==> config.mk <==
export PLATFORM = sky130hd
export DESIGN_NAME = lsm_sequencer
export DESIGN_NICKNAME = d
export VERILOG_FILES = /design/src/rtl/lsm_pkg.sv /design/src/rtl/lsm_issue.sv /design/src/rtl/lsm_exec.sv /design/src/rtl/lsm_sequencer.sv
export SDC_FILE = /design/constraint.sdc
export NUM_CORES = 1
export LEC_CHECK = 0
export ABC_CLOCK_PERIOD_IN_PS = 1940
export BUFFER_PORTS_ARGS = -buffer_cell sky130_fd_sc_hd__clkbuf_2
export CORE_UTILIZATION = 29
export CTS_CLUSTER_SIZE = 14
export DETAILED_ROUTE_END_ITERATION = 6
export MAX_ROUTING_LAYER = met4
export PLACE_DENSITY_LB_ADDON = 0.05
export REMOVE_ABC_BUFFERS = 1
export SETUP_SLACK_MARGIN = 0.02
export SLEW_MARGIN = 40
export SYNTH_ARGS = -nofsm -noshare
export SYNTH_HDL_FRONTEND = slang
export SYNTH_SLANG_ARGS = --single-unit
==> constraint.sdc <==
create_clock -name clk -period 1.94 [get_ports clk]
set_input_delay 0.097 -clock clk [delete_from_list [all_inputs] [get_ports clk]]
set_output_delay 0.097 -clock clk [all_outputs]
set_load 0.02 [all_outputs]
==> src/rtl/lsm_pkg.sv <==
`timescale 1ns/1ps
package lsm_pkg;
  localparam int unsigned ADDR_W     = 32;
  localparam int unsigned REG_W      = 5;
  localparam int unsigned CNT_W      = 4;
  localparam int unsigned WORD_BYTES = 4;
  localparam int unsigned OFF_SH     = $clog2(WORD_BYTES);

  typedef struct packed {
    logic [ADDR_W-1:0] addr;
    logic [ADDR_W-1:0] base;
    logic [REG_W-1:0]  regi;
    logic [CNT_W-1:0]  cnt;
    logic              we;
    logic              last;
    logic              wb;
  } uop_t;

  function automatic logic count_ok(input logic [CNT_W-1:0] n);
    return ((n >= CNT_W'(1)) && (n <= CNT_W'(8))) || (n == CNT_W'(12));
  endfunction
endpackage

==> src/rtl/lsm_issue.sv <==
`timescale 1ns/1ps
module lsm_issue
  import lsm_pkg::*;
(
  input  logic              clk,
  input  logic              rst_n,
  input  logic              acc,
  input  logic              acc_load,
  input  logic [CNT_W-1:0]  acc_cnt,
  input  logic [REG_W-1:0]  acc_reg,
  input  logic [ADDR_W-1:0] acc_base,
  input  logic              acc_wb,
  output logic              ii_valid,
  output uop_t              ii_uop
);
  logic              vld_q;
  logic [CNT_W-1:0]  k_q;
  logic [CNT_W-1:0]  cnt_q;
  logic [REG_W-1:0]  rs_q;
  logic [ADDR_W-1:0] base_q;
  logic              ld_q;
  logic              wb_q;
  logic              last;

  assign last = (k_q == cnt_q - CNT_W'(1));

  always_ff @(posedge clk) begin
    if (!rst_n) begin
      vld_q  <= 1'b0;
      k_q    <= '0;
      cnt_q  <= '0;
      rs_q   <= '0;
      base_q <= '0;
      ld_q   <= 1'b0;
      wb_q   <= 1'b0;
    end else if (acc) begin
      vld_q  <= 1'b1;
      k_q    <= '0;
      cnt_q  <= acc_cnt;
      rs_q   <= acc_reg;
      base_q <= acc_base;
      ld_q   <= acc_load;
      wb_q   <= acc_wb;
    end else if (vld_q) begin
      if (last) vld_q <= 1'b0;
      else      k_q   <= k_q + CNT_W'(1);
    end
  end

  always_comb begin
    ii_valid     = vld_q;
    ii_uop.addr  = base_q + (ADDR_W'(k_q) << OFF_SH);
    ii_uop.base  = base_q;
    ii_uop.regi  = rs_q + REG_W'(k_q);
    ii_uop.cnt   = cnt_q;
    ii_uop.we    = ~ld_q;
    ii_uop.last  = last;
    ii_uop.wb    = wb_q;
  end
endmodule

==> src/rtl/lsm_exec.sv <==
`timescale 1ns/1ps
module lsm_exec
  import lsm_pkg::*;
(
  input  logic              clk,
  input  logic              rst_n,
  input  logic              ii_valid,
  input  uop_t              ii_uop,
  output logic              ex_valid,
  output logic [ADDR_W-1:0] req_addr,
  output logic [REG_W-1:0]  req_reg,
  output logic              req_we,
  output logic              done,
  output logic              wb_valid,
  output logic [ADDR_W-1:0] wb_base,
  output logic              dep_valid,
  output logic [REG_W-1:0]  dep_reg
);
  logic vld_q;
  uop_t uop_q;

  always_ff @(posedge clk) begin
    if (!rst_n) begin
      vld_q <= 1'b0;
      uop_q <= '0;
    end else begin
      vld_q <= ii_valid;
      if (ii_valid) uop_q <= ii_uop;
    end
  end

  // ALU result for base update: base + count * word size
  always_comb begin
    ex_valid  = vld_q;
    req_addr  = uop_q.addr;
    req_reg   = uop_q.regi;
    req_we    = uop_q.we;
    done      = vld_q & uop_q.last;
    wb_valid  = vld_q & uop_q.last & uop_q.wb;
    wb_base   = uop_q.base + (ADDR_W'(uop_q.cnt) << OFF_SH);
    dep_valid = vld_q & uop_q.last & ~uop_q.we;
    dep_reg   = uop_q.regi;
  end
endmodule

==> src/rtl/lsm_sequencer.sv <==
`timescale 1ns/1ps
module lsm_sequencer
  import lsm_pkg::*;
(
  input  logic              clk,
  input  logic              rst_n,
  input  logic              in_valid,
  output logic              in_ready,
  input  logic              in_is_load,
  input  logic [CNT_W-1:0]  in_count,
  input  logic [REG_W-1:0]  in_first_reg,
  input  logic [ADDR_W-1:0] in_base,
  input  logic              in_update,
  output logic              busy,
  output logic              req_valid,
  output logic [ADDR_W-1:0] req_addr,
  output logic [REG_W-1:0]  req_reg,
  output logic              req_we,
  output logic              done,
  output logic              wb_valid,
  output logic [ADDR_W-1:0] wb_base,
  output logic              dep_valid,
  output logic [REG_W-1:0]  dep_reg
);
  logic acc;
  logic ii_valid;
  uop_t ii_uop;
  logic ex_valid;

  assign busy     = ii_valid | ex_valid;
  assign in_ready = ~busy;
  assign acc      = in_valid & in_ready & count_ok(in_count);
  assign req_valid = ex_valid;

  lsm_issue u_issue (
    .clk      (clk),
    .rst_n    (rst_n),
    .acc      (acc),
    .acc_load (in_is_load),
    .acc_cnt  (in_count),
    .acc_reg  (in_first_reg),
    .acc_base (in_base),
    .acc_wb   (in_update),
    .ii_valid (ii_valid),
    .ii_uop   (ii_uop)
  );

  lsm_exec u_exec (
    .clk       (clk),
    .rst_n     (rst_n),
    .ii_valid  (ii_valid),
    .ii_uop    (ii_uop),
    .ex_valid  (ex_valid),
    .req_addr  (req_addr),
    .req_reg   (req_reg),
    .req_we    (req_we),
    .done      (done),
    .wb_valid  (wb_valid),
    .wb_base   (wb_base),
    .dep_valid (dep_valid),
    .dep_reg   (dep_reg)
  );
endmodule

Word level (Yosys, flattened, before mapping)
Cells that the tools add are included.
Widths: inputs -> output; s select.
{ "totals": {"ff_bits": 125, "word_cells": 42, "inputBits": 46, "output_inout_bits": 81} }
{ "op_classes": {"muxes": 3, "n_bitwise": 11, "n_addsub": 5, "n_reduce_logical": 4, "eq_ne": 2, "order_cmp": 2} }
{ "op_table": {"columns": ["operator", "count"], "rows": [
  ["$add 32x6->32", 2],
  ["$add 5x4->5", 1],
  ["$and 1x1->1", 5],
  ["$not 1->1", 5],
  ["$add 4x1->4 const B", 1],
  ["$eq 4x4->1", 1],
  ["$eq 4x4->1 const B", 1],
  ["$ge 4x1->1 const B", 1],
  ["$le 4x4->1 const B", 1],
  ["$sub 4x1->4 const B", 1],
  ["$mux 1", 3],
  ["$reduce_and 2->1", 1],
  ["$reduce_or 2->1", 1],
  ["$logic_and 1x1->1", 1],
  ["$logic_or 1x1->1", 1],
  ["$or 1x1->1", 1]
]} }

Logic depth before layout (Yosys ltp)
{ "depth": {"ltp_word": 5, "ltp_mapped": 9, "ltp_nobuf": 8} }

Modules after synthesis
Synthesis repeated with hierarchy kept, for this count alone.
{ "unflattened": {"cells_unflattened": 676, "area_unflattened_um2": 6653.9} }
{ "by_module_without_submodules": {"columns": ["mod", "area_per_inst_um2", "seq_area_each_um2", "cells_each", "instances"], "rows": [
  ["lsm_exec", 3908.7, 1541.5, 388, 1],
  ["lsm_issue", 2716.4, 960.9, 283, 1],
  ["lsm_sequencer", 28.8, 0.0, 5, 1]
]} }

Least setup slack after synthesis
OpenSTA, ideal clock, no wires.
{ "synth_path": {"path_type": "register to register", "from": "register u_issue.k_q[0]", "to": "register u_exec.uop_q (netlist bit u_exec.req_addr[20])", "t_required_ns": 1.870, "path_buffers": 1, "setup_slack_ns": -0.155, "synth_period_minus_slack_ns": 2.095, "setup_ns": 0.070, "path_stages_with_launch": 10, "arrival_ns": 2.025, "path_cell_list": "dfxtp_1 -> ha_1 -> inv_1 -> fa_1 -> nor2b_1 -> o21a_1 -> clkbuf_1 -> o2111ai_1 -> xor2_1 -> a21oi_1"} }
{ "synth_between": {"elab_chain_cells": 1} }
{ "synth_lines": {"columns": ["item", "line_no", "source"], "rows": [
  ["start: declaration", "lsm_issue.sv:17", "logic [CNT_W-1:0] k_q;"],
  ["start signal: assignment", "lsm_issue.sv:46", "else k_q <= k_q + CNT_W'(1);"],
  ["$add 32x6->32", "lsm_issue.sv:52", "ii_uop.addr = base_q + (ADDR_W'(k_q) << OFF_SH);"],
  ["end signal: assignment", "lsm_exec.sv:28", "if (ii_valid) uop_q <= ii_uop;"],
  ["end: declaration", "lsm_exec.sv:20", "uop_t uop_q;"]
]} }
No other way between the ends.
A chain may end at the register's enable or synchronous reset.

Worst setup path in the final report
{ "layout_path": {"from": "register u_exec.uop_q[14] (netlist name)", "to": "output wb_base[28]"} }
{ "layout_between": {"elab_chain_cells": 1} }
{ "layout_lines": {"columns": ["item", "line_no", "source"], "rows": [
  ["$add 32x6->32", "lsm_exec.sv:40", "wb_base = uop_q.base + (ADDR_W'(uop_q.cnt) << OFF_SH);"],
  ["end: declaration", "lsm_sequencer.sv:21", "output logic [ADDR_W-1:0] wb_base,"]
]} }
No other way between the ends.

==> qor.csv <==
stage,metric,value,unit
global_route,initial antenna violation count,0,
layout,Register Area,2470,sq um
synthesis,Yosys top cell area share,0.399,
synthesis,top post-synthesis cells by area,"dfxtp_1, mux2i_1, nand2_1",
route,DR top layer,met4,
setup_path,most frequent CP cell,buf_4,
status,run status,"complete, but fails checks",
clocking,"Clk pin slew, worst setup/hold paths",0.05,ns
layout,Final nets,979,
clocking,CTS Sinks,123,
placed_design,DPL Wire Length,12900,um
global_route,total track usage,0.176,
sta,clk_skew,0.00855,ns
route,Via density,4.61,
sta,Slew HR,0.616,
setup_path,CP Launch Type,flop,
clocking,clk root buf,clkbuf_16,
floorplan,Die Span X,148,um
sta,Final Hold Viols,0,
synthesis,most frequent cell after synthesis,dfxtp_1,
sta,pins over their slew limit,0,
route,Post-DRT Antenna Nets,0,
setup_path,Setup crit end kind,output pin,
clocking,clock latency at the later pin of the worst-skew pair,0.42,ns
layout,fillers,2156,
worst_hold_path,Hold Path Class,in2reg,
setup_path,Critical Path RT,1.84,ns
pwr,leakage power,3.92,nW
layout,layout cells sized above 1,0.333,
setup_path,Crit Path Category,reg2out,
layout,Layout area overhead,44.7,%
layout,Reg with most FFs,u_exec.uop_q,
sta,FMAX,390,MHz
synthesis,ys async rst share,0,
run,max cap viols,0,
route,met2 routed WL,8700,um
synthesis,post-synth top area cell,dfxtp_1,
route,# DRC,0,
synthesis,post-synth cell types,46,
route,Post-Route WL,18000,um
sta,post-route setup slack,-0.623,ns
pwr,VDD IR max,0.000548,V
setup_path,CP cell instances,"ha_4, inv_2, fa_2, nor2b_2, buf_4, o21a_1, o211ai_1, nor2_1, xor2_1, buf_4",
synthesis,Synth Flop Type,dfxtp_1,
layout,finished layout cell area,8930,sq um
clocking,Max clock buf depth,2,
floorplan,die area,21900,sq um
floorplan,I/O pin count,127,
setup_path,"Largest stage delay, worst path",0.46,ns
route,initial DRC count,279,
route,drt wl/cell,15.0,um
sta,final critical-path required period,2.56,ns
synthesis,register area share after synthesis,0.399,
setup_path,WP data arrival,2.47,ns
placed_design,placer congestion estimate,0.804,
clocking,CTS tree,done,
placed_design,Port Buffers,126,
route,DRT met1 WL,8300,um
floorplan,# rows,53,
synthesis,Mapped Avg Cell Area,8.51,sq um
global_route,aggregate global routing overflow,0,
sta,Min Hold Slack,0.180,ns
synthesis,post-synthesis instance total,725,
setup_path,"Max stage delay cell, worst path",o211ai_1,
placed_design,Post-Place Cell Area,7280,sq um
setup_path,WP buf/inv,3,
floorplan,Die Y,148,um
pwr,Pwr Density,775,nW/um^2
layout,ant diodes,0,
setup_path,CP Max Fanout,4,
sta,Final setup viols,27,
sta,RSZ-0062 raised after global routing,true,
route,via count,5544,
synthesis,commonest cells in the netlist,"dfxtp_1, nand2_1, a21oi_1, nor2_1, mux2i_1",
route,met3 routed WL,765,um
synthesis,Synth Register Bits,123,
synthesis,Yosys warnings,0,
global_route,first-pass GRT wire length,28700,um
clocking,CTS buffer count,17,
global_route,pin count of the biggest net entering global routing,42,
layout,max reg flops,36,
layout,Multi-input gate area,3560,sq um
floorplan,effective utilization at floorplan,0.295,
sta,final period utilization,1.32,
route,first-pass iteration count of the detailed router,4,
synthesis,Synth Cell Area,6170,sq um
synthesis,number of flops mapped to enable cells by yosys,0,
floorplan,core area,21000,sq um
sta,pin slew with the least headroom to its limit,0.576,ns
global_route,vias in the first global route,5443,
setup_path,"CP delay by family, top",compound AO/OA/AOI/OAI gates,
status,violated checks,setup timing,
clocking,CTS H-tree lvls,4,
-- cell families (layout without fill, tap and decap cells) --
logic type      Yosys count  count (layout)  synth area share
xor+xnor                 61              61            0.0890
buf+inv                 101             304            0.0918
flops                   123             123             0.399
mux                      46              46            0.0746
fa+ha+maj                17              17            0.0381
simple gates            244             244             0.183
compound gates          133             133             0.124
-- layer usage --
| layer | vias up | global-route usage |
|---|---|---|
| met3 | 22 | 0.0404 |
| li1 | 2788 | - |
| met1 | 2614 | 0.212 |
| met2 | 120 | 0.289 |
| met4 | 0 | 0.0567 |
| met5 | - | - |
-- final timing paths --
kind	startpoint	to	slack [ns]	cells past startpoint
worst max-delay path	u_exec.uop_q[14]	wb_base[28]	-0.62	10
worst min-delay path	rst_n	u_exec.uop_q[28]	0.18	3
worst max register to register	u_issue.k_q[0]	u_exec.req_addr[28]	0	9
worst min register to register	u_issue.wb_q	u_issue.wb_q	0.46	2
-- tightest hold or removal path, cell delays in order --
cell and delay, ns:
clkbuf_2 0.10, inv_2 0.20, nor2_1 0.15
-- power breakdown --
group | internal (mW) | leakage (nW) | switching, mW | total [mW]
registers | 2.66 | 1.00 | 0.104 | 2.76
clock network | 2.11 | 0.286 | 1.14 | 3.25
logic | 0.405 | 2.63 | 0.510 | 0.915
-- timing repair --
| item | CTS | global route |
|---|---|---|
| setup endpoints to repair | 54 | 52 |
| hold buffers | 43 | 0 |
| hold endpoints to repair | 43 | 0 |
| gates resized for setup | 70 | 86 |
| pin swaps | 22 | 36 |
| setup buffers | 5 | 6 |
-- placed cells by master (no fill, tap or decap), types with 5 or more instances in the layout --
master / netlist / layout
nor3_1: 8 / 5
nor2_1: 68 / 63
a21oi_1: 68 / 66
ha_1: 14 / 10
o21ai_1: 0 / 6
dfxtp_2: 0 / 7
inv_1: 19 / 16
xnor2_1: 22 / 14
clkbuf_2: 0 / 98
nand4_1: 8 / 8
dfxtp_1: 123 / 115
and4_1: 5 / 5
nand2_1: 104 / 100
o21ai_0: 33 / 27
mux2i_1: 46 / 46
dlygate4sd3_1: 0 / 43
o211ai_1: 5 / 5
clkbuf_16: 0 / 17
nand3_1: 15 / 14
buf_4: 45 / 95
buf_6: 0 / 12
and3_1: 12 / 11
xor2_1: 38 / 34
xnor2_2: 0 / 7
-- per-stage QoR --
step | std cells | setup slack [ns] | utilization | total power [mW] | TNS [ns]
after floorplan | 643 | -2.80 | - | 3.28 | -218.16
after global placement | 1120 | -0.307 | 0.348 | 3.63 | -5.24
after detailed placement | 1120 | -0.341 | 0.348 | 3.64 | -5.73
after CTS | 1199 | -0.758 | 0.410 | 7.01 | -13.35
after global routing | 1203 | -0.735 | 0.426 | 7.24 | -15.04
final | 1203 | -0.623 | 0.426 | 6.92 | -10.91
-- area by class of cell --
cell class              count  area share
flip-flops and latches    123       0.277
well taps                 275      0.0385
multi-input cells         501       0.399
inverters                  19     0.00799
clock inverters             7      0.0129
clock buffers              24      0.0540
repair buffers            254       0.210
No activity file was read; power rests on OpenSTA's default activity.
